===== src/rtl/pwm_bank_pkg.sv =====
// Package: shared widths, the register offsets whose positions the bus decodes,
// and the committed per-channel configuration record.
package pwm_bank_pkg;

    localparam int unsigned PRE_W    = 3;   // prescale field width
    localparam int unsigned CNT_W    = 24;  // period / active count width
    localparam int unsigned CTRL_OFS = 0;   // control word
    localparam int unsigned PRE_OFS  = 4;   // prescale word
    localparam int unsigned CH_BASE  = 8;   // first per-channel word
    localparam int unsigned CH_STEP  = 8;   // bytes per channel pair

    // Settings for one channel, as staged or committed.
    typedef struct packed {
        logic             pol;
        logic [PRE_W-1:0] pre;
        logic [CNT_W-1:0] per;
        logic [CNT_W-1:0] duty;
    } chan_cfg_t;

    // Byte offset of the period count of a channel.
    function automatic int unsigned per_ofs(int unsigned ch);
        return CH_BASE + CH_STEP * ch;
    endfunction

    // Byte offset of the active count of a channel.
    function automatic int unsigned duty_ofs(int unsigned ch);
        return CH_BASE + CH_STEP * ch + 4;
    endfunction

endpackage


===== src/rtl/pwm_regs.sv =====
// Module: pwm_regs
// Holds the software-visible register file: the control bits, the packed
// prescale fields and the per-channel counts.
// Writes land on the clock edge when wr_en is high. Reads are combinational.
// Assumes NUM_CH <= 8, so the control bit groups fit one byte each,
// and DATA_W >= 32.
module pwm_regs
    import pwm_bank_pkg::*;
#(
    parameter int unsigned NUM_CH = 6,
    parameter int unsigned ADDR_W = 8,
    parameter int unsigned DATA_W = 32
) (
    input  logic              clk,
    input  logic              rst_n,
    input  logic              wr_en,
    input  logic [ADDR_W-1:0] addr,
    input  logic [DATA_W-1:0] wdata,
    output logic [DATA_W-1:0] rdata,
    output chan_cfg_t         cfg    [NUM_CH],
    output logic [NUM_CH-1:0] trig,
    output logic [NUM_CH-1:0] smooth
);

    localparam int unsigned POL_BIT  = 8;
    localparam int unsigned TYPE_BIT = 16;
    localparam int unsigned SMTH_BIT = 24;
    localparam int unsigned PRE_STEP = 4;

    logic [NUM_CH-1:0] trig_r, pol_r, type_r, smooth_r;
    logic [PRE_W-1:0]  pre_r  [NUM_CH];
    logic [CNT_W-1:0]  per_r  [NUM_CH];
    logic [CNT_W-1:0]  duty_r [NUM_CH];

    logic sel_ctrl, sel_pre;
    assign sel_ctrl = (addr == ADDR_W'(CTRL_OFS));
    assign sel_pre  = (addr == ADDR_W'(PRE_OFS));

    // Store bus writes into the register fields.
    always_ff @(posedge clk) begin
        if (!rst_n) begin
            trig_r   <= '0;
            pol_r    <= '0;
            type_r   <= '0;
            smooth_r <= '0;
            for (int c = 0; c < NUM_CH; c++) begin
                pre_r[c]  <= '0;
                per_r[c]  <= '0;
                duty_r[c] <= '0;
            end
        end else if (wr_en) begin
            for (int c = 0; c < NUM_CH; c++) begin
                if (sel_ctrl) begin
                    trig_r[c]   <= wdata[c];
                    pol_r[c]    <= wdata[POL_BIT + c];
                    type_r[c]   <= wdata[TYPE_BIT + c];
                    smooth_r[c] <= wdata[SMTH_BIT + c];
                end
                if (sel_pre)
                    pre_r[c] <= wdata[PRE_STEP*c +: PRE_W];
                if (addr == ADDR_W'(per_ofs(c)))
                    per_r[c] <= wdata[CNT_W-1:0];
                if (addr == ADDR_W'(duty_ofs(c)))
                    duty_r[c] <= wdata[CNT_W-1:0];
            end
        end
    end

    // Return the addressed word, unused bits zero.
    always_comb begin
        rdata = '0;
        for (int c = 0; c < NUM_CH; c++) begin
            if (sel_ctrl) begin
                rdata[c]            = trig_r[c];
                rdata[POL_BIT + c]  = pol_r[c];
                rdata[TYPE_BIT + c] = type_r[c];
                rdata[SMTH_BIT + c] = smooth_r[c];
            end
            if (sel_pre)
                rdata[PRE_STEP*c +: PRE_W] = pre_r[c];
            if (addr == ADDR_W'(per_ofs(c)))
                rdata[CNT_W-1:0] = per_r[c];
            if (addr == ADDR_W'(duty_ofs(c)))
                rdata[CNT_W-1:0] = duty_r[c];
        end
    end

    // Present the shadow settings to the channels.
    always_comb begin
        for (int c = 0; c < NUM_CH; c++) begin
            cfg[c].pol  = pol_r[c];
            cfg[c].pre  = pre_r[c];
            cfg[c].per  = per_r[c];
            cfg[c].duty = duty_r[c];
        end
    end

    assign trig   = trig_r;
    assign smooth = smooth_r;

    // a write to a period or active-count word is what reads back next cycle
    for (genvar g = 0; g < NUM_CH; g++) begin : g_chk
        a_r1_period_store: assert property (@(posedge clk) disable iff (!rst_n)
            (wr_en && addr == ADDR_W'(per_ofs(g)))
            |=> (per_r[g] == $past(wdata[CNT_W-1:0])));
        a_r1_duty_store: assert property (@(posedge clk) disable iff (!rst_n)
            (wr_en && addr == ADDR_W'(duty_ofs(g)))
            |=> (duty_r[g] == $past(wdata[CNT_W-1:0])));
    end

endmodule


===== src/rtl/pwm_chan.sv =====
// Module: pwm_chan
// One waveform channel. It detects the trigger rise and commits the shadow
// settings, either at once or at the next period wrap.
// It runs the prescale and period counters and forms the output.
// Assumes the shadow inputs are stable register outputs. A period count
// below 2 makes the counter wrap on every prescaled tick.
module pwm_chan
    import pwm_bank_pkg::*;
(
    input  logic      clk,
    input  logic      rst_n,
    input  chan_cfg_t cfg,
    input  logic      trig,
    input  logic      smooth,
    output logic      pwm_out
);

    logic             trig_q;
    logic             trig_rise;
    chan_cfg_t        act;
    chan_cfg_t        stage;
    logic             pending;
    logic [PRE_W-1:0] pre_cnt;
    logic [CNT_W-1:0] per_cnt;
    logic [CNT_W:0]   per_nxt;
    logic             pre_tick, per_last, wrap;
    logic             load_now, load_stage;

    assign trig_rise  = trig & ~trig_q;
    assign per_nxt    = {1'b0, per_cnt} + (CNT_W+1)'(1);
    assign pre_tick   = (pre_cnt == act.pre);
    assign per_last   = (per_nxt >= {1'b0, act.per});
    assign wrap       = pre_tick & per_last;
    assign load_now   = trig_rise & ~smooth;
    assign load_stage = pending & wrap & ~load_now;

    // Remember the trigger level for edge detection.
    always_ff @(posedge clk) begin
        if (!rst_n) trig_q <= 1'b0;
        else        trig_q <= trig;
    end

    // Commit settings and keep a smooth commit armed until the wrap.
    always_ff @(posedge clk) begin
        if (!rst_n) begin
            act     <= '0;
            stage   <= '0;
            pending <= 1'b0;
        end else if (load_now) begin
            act     <= cfg;
            pending <= 1'b0;
        end else begin
            if (load_stage) begin
                act     <= stage;
                pending <= 1'b0;
            end
            if (trig_rise && smooth) begin
                stage   <= cfg;
                pending <= 1'b1;
            end
        end
    end

    // Advance the prescale and period counters; restart on any commit.
    always_ff @(posedge clk) begin
        if (!rst_n) begin
            pre_cnt <= '0;
            per_cnt <= '0;
        end else if (load_now || load_stage) begin
            pre_cnt <= '0;
            per_cnt <= '0;
        end else if (pre_tick) begin
            pre_cnt <= '0;
            per_cnt <= per_last ? '0 : per_nxt[CNT_W-1:0];
        end else begin
            pre_cnt <= pre_cnt + PRE_W'(1);
        end
    end

    // Form the pin level from the count position and polarity.
    logic in_active;
    assign in_active = (per_cnt < act.duty);
    always_comb begin
        if (!trig && !smooth) pwm_out = 1'b1;
        else                  pwm_out = act.pol ? in_active : ~in_active;
    end

    // an immediate commit restarts both counters on the next edge
    a_r6_restart: assert property (@(posedge clk) disable iff (!rst_n)
        load_now |=> (per_cnt == '0 && pre_cnt == '0));
    // an armed smooth commit survives until a wrap or an immediate commit
    a_r7_stays_armed: assert property (@(posedge clk) disable iff (!rst_n)
        (pending && !wrap && !load_now) |=> pending);
    // committed settings change only on a trigger rise or an armed wrap
    a_r5_no_early_change: assert property (@(posedge clk) disable iff (!rst_n)
        (!load_now && !(pending && wrap)) |=> $stable(act));
    // the period counter stays inside the committed period
    a_r3_count_in_range: assert property (@(posedge clk) disable iff (!rst_n)
        (act.per >= CNT_W'(2)) |-> (per_cnt < act.per));
    // the prescale counter never passes the committed divider
    a_r3_pre_in_range: assert property (@(posedge clk) disable iff (!rst_n)
        pre_cnt <= act.pre);
    // both mode bits low pins the output high
    a_r8_idle_high: assert property (@(posedge clk) disable iff (!rst_n)
        (!trig && !smooth) |-> pwm_out);

endmodule


===== src/rtl/pwm_bank.sv =====
// Module: pwm_bank
// Top of the staged-update PWM block: one register file shared by NUM_CH
// waveform channels.
// Assumes a single clock domain and a synchronous active-low reset.
module pwm_bank
    import pwm_bank_pkg::*;
#(
    parameter int unsigned NUM_CH = 6,
    parameter int unsigned ADDR_W = 8,
    parameter int unsigned DATA_W = 32
) (
    input  logic              clk,
    input  logic              rst_n,
    input  logic              wr_en,
    input  logic [ADDR_W-1:0] addr,
    input  logic [DATA_W-1:0] wdata,
    output logic [DATA_W-1:0] rdata,
    output logic [NUM_CH-1:0] pwm_out
);

    chan_cfg_t         cfg [NUM_CH];
    logic [NUM_CH-1:0] trig, smooth;

    pwm_regs #(
        .NUM_CH (NUM_CH),
        .ADDR_W (ADDR_W),
        .DATA_W (DATA_W)
    ) u_regs (
        .clk    (clk),
        .rst_n  (rst_n),
        .wr_en  (wr_en),
        .addr   (addr),
        .wdata  (wdata),
        .rdata  (rdata),
        .cfg    (cfg),
        .trig   (trig),
        .smooth (smooth)
    );

    for (genvar g = 0; g < NUM_CH; g++) begin : g_ch
        pwm_chan u_chan (
            .clk     (clk),
            .rst_n   (rst_n),
            .cfg     (cfg[g]),
            .trig    (trig[g]),
            .smooth  (smooth[g]),
            .pwm_out (pwm_out[g])
        );
    end

endmodule


===== config.mk =====
export PLATFORM = sky130hd
export DESIGN_NAME = pwm_bank
export DESIGN_NICKNAME = d
export VERILOG_FILES = /design/src/rtl/pwm_bank_pkg.sv /design/src/rtl/pwm_regs.sv /design/src/rtl/pwm_chan.sv /design/src/rtl/pwm_bank.sv
export SDC_FILE = /design/constraint.sdc
export NUM_CORES = 2
export LEC_CHECK = 0
export BUFFER_PORTS_ARGS = -buffer_cell sky130_fd_sc_hd__buf_2
export CAP_MARGIN = 10
export CELL_PAD_IN_SITES_DETAIL_PLACEMENT = 0
export CELL_PAD_IN_SITES_GLOBAL_PLACEMENT = 1
export CORE_MARGIN = 4
export CORE_UTILIZATION = 54
export DETAILED_ROUTE_END_ITERATION = 16
export GPL_ROUTABILITY_DRIVEN = 0
export PLACE_DENSITY_LB_ADDON = 0.1
export SETUP_SLACK_MARGIN = 0.1
export SKIP_CTS_REPAIR_TIMING = 1
export SLEW_MARGIN = 20
export SYNTH_ARGS = -nofsm -noshare
export SYNTH_HDL_FRONTEND = slang
export SYNTH_SLANG_ARGS = --single-unit

===== constraint.sdc =====
create_clock -name clk -period 13.7 [get_ports clk]
set_input_delay 4.11 -clock clk [delete_from_list [all_inputs] [get_ports clk]]
set_output_delay 4.11 -clock clk [all_outputs]
set_load 0.02 [all_outputs]

==> metrics.txt <==
final instance area 0.0613 sq mm; Slew Viols, Final 0; TritonCTS clock tree built; area share of the largest cell type after synthesis 29.4%; reg2reg start g_ch[2].u_chan.per_cnt[0]$_SDFFE_PP0N_; Detail Route Antenna Nets 0; worst setup margin 1.74 ns; placed cell count 7181; Reg clk slew, reported paths 0.06 ns; P_leak 21.1 nW; CP Capture Type primary output; slew margin rel. between 20 and 25%; sequential area share after synthesis 45.8%; clock tree buffer depth 3; Setup WS pre-CTS 2.02 ns; first-pass GRT wire length 273 mm; layout cell share with drive strength beyond 1 approximately 9%; Clock Latency Late Sink 0.75 ns; largest area contributor in the netlist dfxtp_1; Net Sw Power 1.69 mW; unrepaired setup endpoints after global routing no; antenna violations before repair 28; maxcap violations 0; internal power ~5.5 mW; Final period util 87.3%; Clock Root Buffer clkbuf_16; total power approximately 7 mW; core area 0.102 sq mm; fin cells 7423; RR Endpoint g_ch[2].u_chan.act[40]$_SDFFE_PN0P_; Placement Cell Area approximately 0.057 sq mm; FFs w/ async S/R, synth 0%; post-layout min period 11.96 ns; top post-synthesis cells by count 986 x nand2_1, 822 x dfxtp_1, 489 x a21oi_1, 384 x nor2_1, 354 x clkbuf_1; multiplexer share of the synthesized area 4.76%; CP startpoint kind input port; Cell Area, Synth 0.0560 sq mm; type of the worst setup path in2out; 1st-pass router iterations 12; Adder-Cell Fraction of Synth Area 6.57%; CTS Buf Count 119; ys flop type dfxtp_1; Hold Vio Cnt, Final 0; Gate Count Post-Synth slightly above 6000; total wire length 184 mm; hold path endpoint g_ch[0].u_chan.stage[39]$_SDFFE_PN0P_; switch share 23.6%; min-delay src g_ch[0].u_chan.stage[39]$_SDFFE_PN0P_; die area 0.109 sq mm; die width 330 microns; CP Max Fanout 13; maximum clock rate 0.0836 GHz; synthesis-stage register bit count 1128; Synth Area in XOR/XNOR 2.30%; Detailed Route Iter0 Violations ~5500; Initial Util between 50% and 60%; clock share of power 47.2%; flop2flop setup slack 8.49 ns; Max IR drop VDD between 0.0001 and 0.00015 V; IO Count 81; Avg Inst Size Synth 9.19 sq um; Die Y 330 microns; Slowest-stage cell, CP nor2_1; Synthesis Warnings 0; drt drc 0; CP required 9.59 ns; # rows 117; pwr dens 117 mW/mm^2; worst reg2reg path depth 15; Total GRT Usage 33.1%; simple-gate share of the synthesized area 17.4%; Unique masters post-synth 85; Area growth syn-to-layout 9.37%; slowest cell delay on critical path between 0.9 and 1 ns; via count of the first global-routing pass about 42000; TNS Setup 0 ns; clock sink count 1128; Worst EP arrival 7.85 ns; status finished, final reports clean; placed wire-length estimate 130 mm; pin count of the biggest net entering global routing 119; port buffer count 76; H-tree depth 3; Hold Crit Depth 2; combinational share of power ~2.7%; number of synthesized flops with an enable pin 306; DR vias/cell 6.24; Hold Crit Class reg2reg; via count 46300; Final Net Count 6272; Worst-Margin Slew 1.18 ns; largest cells by area after synthesis dfxtp_1 29%, edfxtp_1 16%, nand2_1 6.6%; Layout Utilization 59.9%; largest family of logic cells by synthesized area compound AO/OA/AOI/OAI gates; drt wl/cell 24.9 microns; GR Overflow Total 0; most frequent cell after synthesis nand2_1; Compound-Gate Fraction of Synth Area 17.8%; hold_ws 0.452 ns; Sequential Power Share roughly 50%; Clock Skews 0.0365 ns; endpoints failing setup 0; CP Cell Sequence buf_2 > or4_1 > nor2_1 > a22o_1 > a211oi_1 > nand3_1 > o21ai_1 > a211oi_1 > buf_2
## power groups by stage
stage	clock network, mW	logic (mW)	registers [mW]
floorplan	0	0.113	3.57
detailed placement	0	0.185	3.66
finish	3.39	0.192	3.60
global placement	0	0.183	3.66
global route	3.55	0.199	3.59
CTS	3.41	0.185	3.58
## routing by layer
metal	share of wire, %	GRT usage, %
met3	10	8.09
met2	41	46.2
met5	0.082	0
met4	5.7	15.7
met1	43	48.0
## worst max-delay path by stage
stage          startpoint        end  slack, ns
2_1_floorplan     addr[1]   rdata[9]       3.31
3_3_place_gp      addr[4]   rdata[9]       1.96
3_5_place_dp      addr[4]   rdata[9]       2.02
4_1_cts           addr[7]  rdata[22]       2.01
5_1_grt           addr[4]   rdata[1]       1.77
6_report          addr[7]  rdata[10]       1.74
## kinds of logic after synthesis
kind of cell / count (synthesis)
AOI/OAI and AO/OA: 1393
xor gates and xnor gates: 147
adders and majority gates: 294
buffers and inverters: 754
DFF: 1128
muxes: 266
other: 1
and+or+nand+nor: 2112
## state kept, by name (all words and copies together), names as in the netlist
signal,cells
g_ch.u_chan.act,312
g_ch.u_chan.stage,312
g_ch.u_chan.per_cnt,144
u_regs.duty_r,144
u_regs.per_r,144
g_ch.u_chan.pre_cnt,18
u_regs.pre_r,18
g_ch.u_chan.pending,6
g_ch.u_chan.trig_q,6
u_regs.pol_r,6
u_regs.smooth,6
u_regs.trig,6
u_regs.type_r,6
## critical path: cells and delay by family
kind            cells  cell delay (ns)
compound gates      4             1.39
simple gates        3             1.87
buf+inv             2             0.47
## cell type report
cell class,count,area (sq um)
well taps,1368,1710
repair buffers,152,966
fillers,8860,41100
diodes,13,32.5
clock inverters,56,643
flip-flops and latches,1128,25600
multi-input cells,4214,27600
clock buffers,172,3470
inverters,320,1210
## layout by cell type, fill, tap and decap left out, types with 76 or more instances in the layout
master     synthesis  layout
edfxtp_1         306     306
nand3_1          114     114
a21oi_1          489     489
nand2_1          986     984
mux2i_1          265     265
clkbuf_16          0     123
dfxtp_1          822     822
inv_1            319     319
ha_1             294     294
nor2_1           384     365
buf_4             12      76
and2_1           333     331
o21ai_0           77      77
a32o_1            80      80
xnor2_1           96      96
a221oi_1         179     179
a31oi_1           84      83
(Power assumes the default switching activity.)
